===== config.mk =====
export PLATFORM = sky130hd
export DESIGN_NAME = tamper_watch
export DESIGN_NICKNAME = d
export VERILOG_FILES = /design/src/rtl/tamper_pkg.sv /design/src/rtl/tw_sync.sv /design/src/rtl/tw_debounce.sv /design/src/rtl/tw_status.sv /design/src/rtl/tw_route.sv /design/src/rtl/tamper_watch.sv
export SDC_FILE = /design/constraint.sdc
export NUM_CORES = 1
export LEC_CHECK = 0
export ABC_AREA = 1
export BUFFER_PORTS_ARGS = -buffer_cell sky130_fd_sc_hd__buf_4
export CAP_MARGIN = 20
export CORE_AREA = 2 2 39 41
export CTS_BUF_LIST = sky130_fd_sc_hd__clkbuf_8 sky130_fd_sc_hd__clkbuf_16
export DETAILED_ROUTE_END_ITERATION = 7
export DIE_AREA = 0 0 41 43
export GPL_TIMING_DRIVEN = 0
export SLEW_MARGIN = 40
export SYNTH_ARGS = -nofsm -noshare
export SYNTH_HDL_FRONTEND = slang
export SYNTH_SLANG_ARGS = --single-unit

===== constraint.sdc =====
create_clock -name clk -period 2.9 [get_ports clk]
set_clock_uncertainty 0.1 [all_clocks]
set_input_delay 0.29 -clock clk [delete_from_list [all_inputs] [get_ports clk]]
set_output_delay 0.29 -clock clk [all_outputs]
set_load 0.005 [all_outputs]

===== src/rtl/tamper_pkg.sv =====
package tamper_pkg;

  typedef enum logic [1:0] {
    ROUTE_OFF  = 2'b00,
    ROUTE_IRQ  = 2'b01,
    ROUTE_SMI  = 2'b10,
    ROUTE_HOLD = 2'b11
  } route_e;

  // Request vector {smi, irq} for a given status and select code.
  function automatic logic [1:0] route_mask(input logic status, input logic [1:0] sel);
    logic [1:0] m;
    case (route_e'(sel))
      ROUTE_IRQ: m = 2'b01;
      ROUTE_SMI: m = 2'b10;
      default:   m = 2'b00;
    endcase
    return status ? m : 2'b00;
  endfunction

  // Next value of a counter that saturates one past its limit.
  function automatic int unsigned count_step(input int unsigned cnt, input int unsigned limit);
    return (cnt > limit) ? cnt : cnt + 1;
  endfunction

endpackage


===== src/rtl/tw_sync.sv =====
module tw_sync #(
  parameter int STAGES = 2
) (
  input  logic clk,
  input  logic rst_n,
  input  logic d,
  output logic q
);
  logic [STAGES-1:0] chain;

  generate
    for (genvar i = 0; i < STAGES; i++) begin : g_stage
      always_ff @(posedge clk or negedge rst_n) begin
        if (!rst_n) chain[i] <= 1'b1;
        else if (i == 0) chain[i] <= d;
        else chain[i] <= chain[(i == 0) ? 0 : i-1];
      end
    end
  endgenerate

  assign q = chain[STAGES-1];
endmodule


===== src/rtl/tw_debounce.sv =====
module tw_debounce
  import tamper_pkg::*;
#(
  parameter int LIMIT = 60
) (
  input  logic clk,
  input  logic rst_n,
  input  logic active,
  input  logic tick,
  output logic qual_evt
);
  localparam int CNT_W = $clog2(LIMIT + 2);
  localparam logic [CNT_W-1:0] LIM_C = CNT_W'(LIMIT);

  logic [CNT_W-1:0] cnt;

  always_ff @(posedge clk or negedge rst_n) begin
    if (!rst_n)       cnt <= '0;
    else if (!active) cnt <= '0;
    else if (tick)    cnt <= CNT_W'(count_step(int'(cnt), LIMIT));
  end

  // Fires once per continuous assertion: the tick that moves past the limit.
  assign qual_evt = active && tick && (cnt == LIM_C);
endmodule


===== src/rtl/tw_status.sv =====
module tw_status (
  input  logic clk,
  input  logic rst_n,
  input  logic set_evt,
  input  logic clr_wr,
  output logic status
);
  always_ff @(posedge clk or negedge rst_n) begin
    if (!rst_n)       status <= 1'b0;
    else if (set_evt) status <= 1'b1;
    else if (clr_wr)  status <= 1'b0;
  end
endmodule


===== src/rtl/tw_route.sv =====
module tw_route
  import tamper_pkg::*;
(
  input  logic       status,
  input  logic [1:0] sel,
  output logic       irq,
  output logic       smi
);
  logic [1:0] req;
  assign req = route_mask(status, sel);
  assign irq = req[0];
  assign smi = req[1];
endmodule


===== src/rtl/tamper_watch.sv =====
module tamper_watch #(
  parameter int DEBOUNCE_US = 60,
  parameter int SYNC_STAGES = 2
) (
  input  logic       clk,
  input  logic       rst_n,
  input  logic       us_tick,
  input  logic       intr_pin_n,
  input  logic       stat_clr,
  input  logic [1:0] route_sel,
  output logic       intr_status,
  output logic       irq_req,
  output logic       smi_req
);
  logic pin_sync_n;
  logic pin_active;
  logic qual_evt;

  tw_sync #(.STAGES(SYNC_STAGES)) u_sync (
    .clk(clk), .rst_n(rst_n), .d(intr_pin_n), .q(pin_sync_n)
  );

  assign pin_active = ~pin_sync_n;

  tw_debounce #(.LIMIT(DEBOUNCE_US)) u_deb (
    .clk(clk), .rst_n(rst_n), .active(pin_active), .tick(us_tick), .qual_evt(qual_evt)
  );

  tw_status u_stat (
    .clk(clk), .rst_n(rst_n), .set_evt(qual_evt), .clr_wr(stat_clr), .status(intr_status)
  );

  tw_route u_route (
    .status(intr_status), .sel(route_sel), .irq(irq_req), .smi(smi_req)
  );
endmodule


==> results of run 1 <==
==> flip-flops by register name, indices dropped and copies added (netlist names) <==
register and count:
u_sync.chain 1, u_sync.q 1, u_deb.cnt 6, u_stat.status 1
==> worst max path at each step <==
stage	from	to	slack, ps
floorplan	u_deb.cnt[0]	u_deb.cnt[2]	1650
global placement	u_deb.cnt[0]	u_deb.cnt[2]	1550
detailed placement	u_deb.cnt[0]	u_deb.cnt[5]	1550
CTS	u_deb.cnt[0]	u_deb.cnt[5]	1530
global route	u_deb.cnt[0]	u_deb.cnt[2]	1440
finish	u_deb.cnt[0]	u_deb.cnt[5]	1540
==> cells by family (layout without fill, tap and decap cells) <==
| kind of cell | Yosys count | count (layout) | share of synthesized area [%] |
|---|---|---|---|
| simple gates | 35 | 35 | 30.5 |
| buf+inv | 10 | 24 | 8.72 |
| flops | 9 | 9 | 44.1 |
| xor+xnor | 1 | 1 | 1.70 |
| fa+ha+maj | 2 | 2 | 4.84 |
| compound gates | 7 | 7 | 10.2 |
==> critical path, stage by stage, from the launching register on <==
cell     delay, ps
dfrtp_1        380
inv_1           90
ha_1           210
inv_1           70
nand3_2         70
nand2_2         90
buf_6          150
nand2_2         50
o21ai_1         70
==> placed cells by master (no fill, tap or decap), drive strengths merged <==
cell type    instances
nand2               21
nand3                5
clkbuf               3
xor2                 1
dfstp                2
buf                 10
dfrtp                7
o21bai               1
or2                  1
dlygate4sd3          1
nor2                 7
ha                   2
o21ai                6
nand4                1
inv                 10
==> power groups by stage <==
stage,registers (uW),logic (uW),clock network [uW]
floorplan,141,24.0,0
global placement,142,36.4,0
detailed placement,143,36.7,0
CTS,141,38.1,146
global route,142,43.6,154
finish,141,37.1,140
==> area by class of cell <==
class	count	area (um2)	area share, %
buffer	1	11.3	1.71
inverter	9	33.8	5.12
clock buffer	3	41.3	6.26
clock inverter	1	3.75	0.569
timing repair buffer	10	77.6	11.8
multi-input combinational	45	244	37.0
tap	16	20.0	3.04
sequential	9	228	34.5
==> per-layer routing <==
metal	global-route usage, %	wire (um)
met2	14.4	337
met4	10.0	20
met5	0	0
met1	19.2	439
met3	3.66	65
==> through the flow <==
stage,worst slack (ps),hold slack [ps],util (%)
floorplan,1650,-106,-
global placement,1550,23.1,43.7
detailed placement,1550,20.7,43.7
CTS,1530,59.5,47.6
global route,1440,55.5,47.6
finish,1540,66.9,47.6
==> cell usage after synthesis <==
library cell,count
xor2_1,1
or2_2,1
nand4_1,1
buf_6,1
nand3_2,1
o21ai_0,1
o21ai_2,4
nand2_2,3
dfstp_2,2
ha_1,2
nor2_1,6
o21ai_1,1
inv_1,9
nor2_2,1
nand3_1,4
nand2_1,18
dfrtp_1,7
o21bai_1,1
==> summary.md, run 1 <==
| Metric | Value |
|---|---|
| Switching Share | 23.5% |
| RSZ-0062 raised after global routing | false |
| Post-Syn Area per Cell | 8.07 um2 |
| Non-filler cells, final | 94 |
| Clk sinks | 9 |
| All-layer global routing usage | 12.7% |
| Dpl cell area | 604 um2 |
| Reg-to-reg setup timing slack | 1540 ps |
| Width of the die | 41 um |
| Post-DR vias/cell | 4.36 |
| CP startpoint kind | flop |
| DRT iter0 DRCs | 5 |
| Final Hold Fails | 0 |
| Antenna-violating nets left | 0 |
| Die Y-Extent | 43 um |
| Hpwl dp | 689 um |
| Area added between synthesis and finish | 27.6% |
| Post-CTS sizing | 0 |
| Hold Startpoint | intr_pin_n |
| Max Cap Viol | 0 |
| Clock Latency Late Sink | 230 ps |
| TritonCTS clock tree | built |
| Syn. warnings | 0 |
| # hold bufs at CTS | 1 |
| DR WL/cell | 9.18 um |
| Design Power | 318 uW |
| Final #Nets | 88 |
| Max_slew headroom | 85.5% |
| Placed Cells | 89 |
| Setup TNS | 0 ps |
| Worst r2r path cells | 8 |
| Crit end category | flop |
| R2r startpoint | u_deb.cnt[0] |
| Layout cells sized above 1 | 32.1% |
| Slew Limit Fails | 0 |
| Worst Hold End | u_sync.chain[0] |
| Outcome | finished, final reports clean |
| Switching pwr | 74.8 uW |
| CP arrival | 1410 ps |
| Fillers | 134 |
| Final instance area | 659 um2 |
| Register bit total from synthesis | 9 |
| Worst-Margin Slew | 217 ps |
| Sequential power share | 44.2% |
| Pint | 243 uW |
| DRC viols | 0 |
| Overflow after GRT | 0 |
| Leak pwr | 0.000328 uW |
| Top post-synthesis cells by area | dfrtp_1 (34%), nand2_1 (13%), dfstp_2 (10%) |
| Final setup vio count | 0 |
| Hold Path Depth | 1 |
| Num ports | 10 |
| Final worst path period share | 46.8% |
| N_diodes | 0 |
| Clock root buffer | clkbuf_8 |
| Mapped cell area | 517 um2 |
| Die ar. | 1760 um2 |
| First-pass GRT wire length | 1460 um |
| Crit path time final | 1360 ps |
| Total nets after synthesis | 73 |
| WL final | 863 um |
| Fmax | 737 MHz |
| Seq/Total Area, Yosys | 44.1% |
| PortBufs | 9 |
| Worst hold-check path type | in -> reg |
| Total iterations of the first detailed-routing run | 3 |
| Routability cong. | 0.719 |
| Core ar. | 1380 um2 |
| Yosys cell types | 18 |
| Via count of the routed design | 410 |
| Critical Path RT | 2950 ps |
| Initial Util | 37.3% |
| Initial antenna violation count | 0 |
| Pwr/cell area | 482 nW/um2 |
| Combinational Power Share | 11.7% |
| Worst vdd ir | 0.285 mV |
| Clock buffer depth | 2 |
| Row count | 14 |
| Clock Power Share | 44.1% |
| Crit Path Category | reg -> reg |
| Vias in the first global route | 348 |
| Clock transition at the registers of the reported paths | 50 ps |
| CP max FO | 10 |
| H-tree depth | 1 |
| Postcts setup bufs | 0 |
| Synth Instances | 64 |
| Share of the synthesized area in the top cell type | 33.9% |
| FF-to-FF End | u_deb.cnt[5] |
| CTS buffer count | 3 |
| Biggest area consumer among synthesized cells | dfrtp_1 |
| Largest net degree at the start of global routing | 11 |
No activity file was read; power rests on OpenSTA's default activity.
==> inputs of run 2 (changes only) <==
ABC_AREA = 0   (was 1)
clock period = 1.1 ns   (was 2.9 ns; I/O delays follow)
==> run 2 against run 1 <==
The flow now finishes with violations (setup timing); sequential power rose to 2.5 times the previous value; power grew to 2.7 times the previous value; clock power grew to 2.6 times the previous value; largest power group is now clock; cell area grew 13%; worst hold slack better by 34 ps; synthesized area is 8.0% lower; first-iteration DRC count decreased by 20%.
==> summary.md, run 2 <==
| Metric | Value |
|---|---|
| Fillers | 118 (was 134) |
| All-layer global routing usage | 14.1% (was 12.7%) |
| RSZ-0062 raised after global routing | true (was false) |
| Crit end category | flop (unchanged) |
| Pint | 656 uW (was 243 uW) |
| Total nets after synthesis | 52 (was 73) |
| Crit path time final | 1370 ps (was 1360 ps) |
| Outcome | complete, but fails checks (was finished, final reports clean) |
| Leak pwr | 0.000350 uW (was 0.000328 uW) |
| CP startpoint kind | flop (unchanged) |
| First-pass GRT wire length | 1650 um (was 1460 um) |
| Total iterations of the first detailed-routing run | 4 (was 3) |
| Footprint of the multi-input gates | 280 um2 (was 244 um2) |
| Final setup vio count | 8 (was 0) |
| Combinational Power Share | 14.6% (was 11.7%) |
| CP arrival | 1380 ps (was 1410 ps) |
| CP max FO | 4 (was 10) |
| Biggest area consumer among synthesized cells | dfrtp_1 (unchanged) |
| Failing checks | setup timing |
| Critical Path RT | 1110 ps (was 2950 ps) |
| Top post-synthesis cells by area | dfrtp_1 (37%), dfstp_2 (11%), ha_1 (5.3%) (was dfrtp_1 (34%), nand2_1 (13%), dfstp_2 (10%)) |
| Most frequent cells in the layout | buf_4 (14), dfrtp_1 (7), nor2_1 (5) (was nand2_1 (18), inv_1 (10), buf_4 (9)) |
| DRC viols | 0 (unchanged) |
| Via count of the routed design | 411 (was 410) |
| Worst vdd ir | 0.741 mV (was 0.285 mV) |
| Most frequent cells after synthesis | dfrtp_1 (7), nor2_1 (5), inv_1 (4) (was nand2_1 (18), inv_1 (9), dfrtp_1 (7)) |
| Clock Latency Late Sink | 230 ps (about the same) |
| Dpl cell area | 596 um2 (was 604 um2) |
| Post-Syn Area per Cell | 11.1 um2 (was 8.07 um2) |
| Worst hold slack | 101 ps (was 66.9 ps) |
| DR WL/cell | 12.3 um (was 9.18 um) |
| Num ports | 10 (unchanged) |
| H-tree depth | 1 (unchanged) |
| Slew Limit Fails | 0 (unchanged) |
| Final instance area | 742 um2 (was 659 um2) |
| Switching Share | 22.2% (was 23.5%) |
| Setup TNS | -1510 ps (was 0 ps) |
| Non-filler cells, final | 81 (was 94) |
| Final Hold Fails | 0 (unchanged) |
| Hpwl dp | 651 um (was 689 um) |
| Clock buffer depth | 2 (unchanged) |
| Width of the die | 41 um (unchanged) |
| Worst hold-check path type | in -> reg (unchanged) |
| Overflow after GRT | 0 (unchanged) |
| Seq/Total Area, Yosys | 47.9% (was 44.1%) |
| Ys flop type | dfrtp_1 (unchanged) |
| Storage element area | 228 um2 (unchanged) |
| Final worst path period share | 124% (was 46.8%) |
| DRT iter0 DRCs | 4 (was 5) |
| Crit Path Category | reg -> reg (unchanged) |
| Layout cells sized above 1 | 58.5% (was 32.1%) |
| Synth Instances | 43 (was 64) |
| Max_slew headroom | 85.2% (was 85.5%) |
| Largest register by flop count | u_deb.cnt (unchanged) |
| Post-DR vias/cell | 5.07 (was 4.36) |
| PortBufs | 9 (unchanged) |
| Sequential power share | 42.1% (was 44.2%) |
| Clock root buffer | clkbuf_8 (unchanged) |
| Register bit total from synthesis | 9 (unchanged) |
| Share of the synthesized area in the top cell type | 36.8% (was 33.9%) |
| Antenna-violating nets left | 0 (unchanged) |
| Most frequent cell after synthesis | dfrtp_1 (was nand2_1) |
| Worst-Margin Slew | 221 ps (was 217 ps) |
| Core ar. | 1380 um2 (unchanged) |
| Mapped cell area | 475 um2 (was 517 um2) |
| N_diodes | 0 (unchanged) |
| Syn. warnings | 0 (unchanged) |
| Routability cong. | 0.729 (was 0.719) |
| Vias in the first global route | 387 (was 348) |
| Fmax | 730 MHz (was 737 MHz) |
| EDFF count, synth | 0 (unchanged) |
| Die ar. | 1760 um2 (unchanged) |
| Commonest non-fill, non-tap cell in the layout | buf_4 (was nand2_1) |
| Clock transition at the registers of the reported paths | 40 ps (was 50 ps) |
| Clk sinks | 9 (unchanged) |
| Clock Power Share | 43.2% (was 44.1%) |
| Setup ws final | -269 ps (was 1540 ps) |
| Area added between synthesis and finish | 56.1% (was 27.6%) |
| TritonCTS clock tree | built (unchanged) |
| Max reg flops | 6 (unchanged) |
| Final #Nets | 75 (was 88) |
| Yosys cell types | 23 (was 18) |
| Largest net degree at the start of global routing | 11 (unchanged) |
| Initial Util | 34.4% (was 37.3%) |
| Row count | 14 (unchanged) |
| CTS buffer count | 3 (unchanged) |
| Pwr/cell area | 1140 nW/um2 (was 482 nW/um2) |
| Initial antenna violation count | 0 (unchanged) |
| Die Y-Extent | 43 um (unchanged) |
| Max Cap Viol | 0 (unchanged) |
| WL final | 997 um (was 863 um) |
| Asr flop ratio synth | 100% (unchanged) |
| Placed Cells | 68 (was 89) |
| Switching pwr | 187 uW (was 74.8 uW) |
-- run 2: metrics by stage --
stage | setup slack [ps] | util, % | power (uW)
floorplan | -226 | - | 413
global placement | -299 | 43.0 | 451
detailed placement | -296 | 43.0 | 453
CTS | -279 | 53.3 | 861
global route | -299 | 53.6 | 894
finish | -269 | 53.6 | 843
-- run 2: cells by family (layout without fill, tap and decap cells) --
family	after synthesis	after routing	synth area share (%)
compound gates	10	10	16.8
simple gates	14	14	17.4
flops	9	9	47.9
mux	3	3	7.89
buf+inv	5	27	4.74
fa+ha+maj	2	2	5.26
-- run 2: power by group through the flow --
stage	Sequential (uW)	Combinational, uW	Clock, uW
after floorplan	358	55.3	0
after global placement	359	91.0	0
after detailed placement	360	93.1	0
after CTS	356	123	383
after global routing	357	136	401
final	355	124	364
-- run 2: layout make-up --
class | count | share of cell area, %
flip-flops and latches | 9 | 30.7
clock inverters | 1 | 0.506
multi-input cells | 29 | 37.8
clock buffers | 3 | 5.56
plain buffers | 1 | 1.01
well taps | 16 | 2.70
repair buffers | 18 | 19.7
inverters | 4 | 2.02
-- run 2: path summary, 6_finish.rpt --
path                            startpoint             to  cells after the start  slack, ps
hold / removal                     us_tick  u_stat.status                      3        100
min in group asynchronous            rst_n   u_deb.cnt[4]                      2        150
setup reg to reg              u_deb.cnt[0]   u_deb.cnt[5]                      4       -270
setup / recovery              u_deb.cnt[0]   u_deb.cnt[5]                      4       -270
max in group asynchronous            rst_n       u_sync.q                      2        540
hold reg to reg            u_sync.chain[0]       u_sync.q                      0        250
-- run 2: worst max-delay path, stage by stage (launching register included) --
cell and delay, ps:
dfrtp_1 390, inv_2 70, ha_4 170, o211ai_1 170
mux2_2 350
-- run 2: routing by layer --
layer / wire length, um / part of all wire (%) / global-route usage (%)
met2: 523 / 52 / 22.2
met4: 8 / 0.80 / 8.00
met3: 39 / 3.9 / 3.14
met1: 426 / 43 / 16.7
met5: 0 / 0 / 0
-- run 2: what timing repair did --
action,CTS,global route
endpoints found under the hold margin,11,0
pin swaps,2,3
endpoints found under the setup margin,8,10
setup buffers,6,0
hold buffers,3,0
resized for setup,6,1
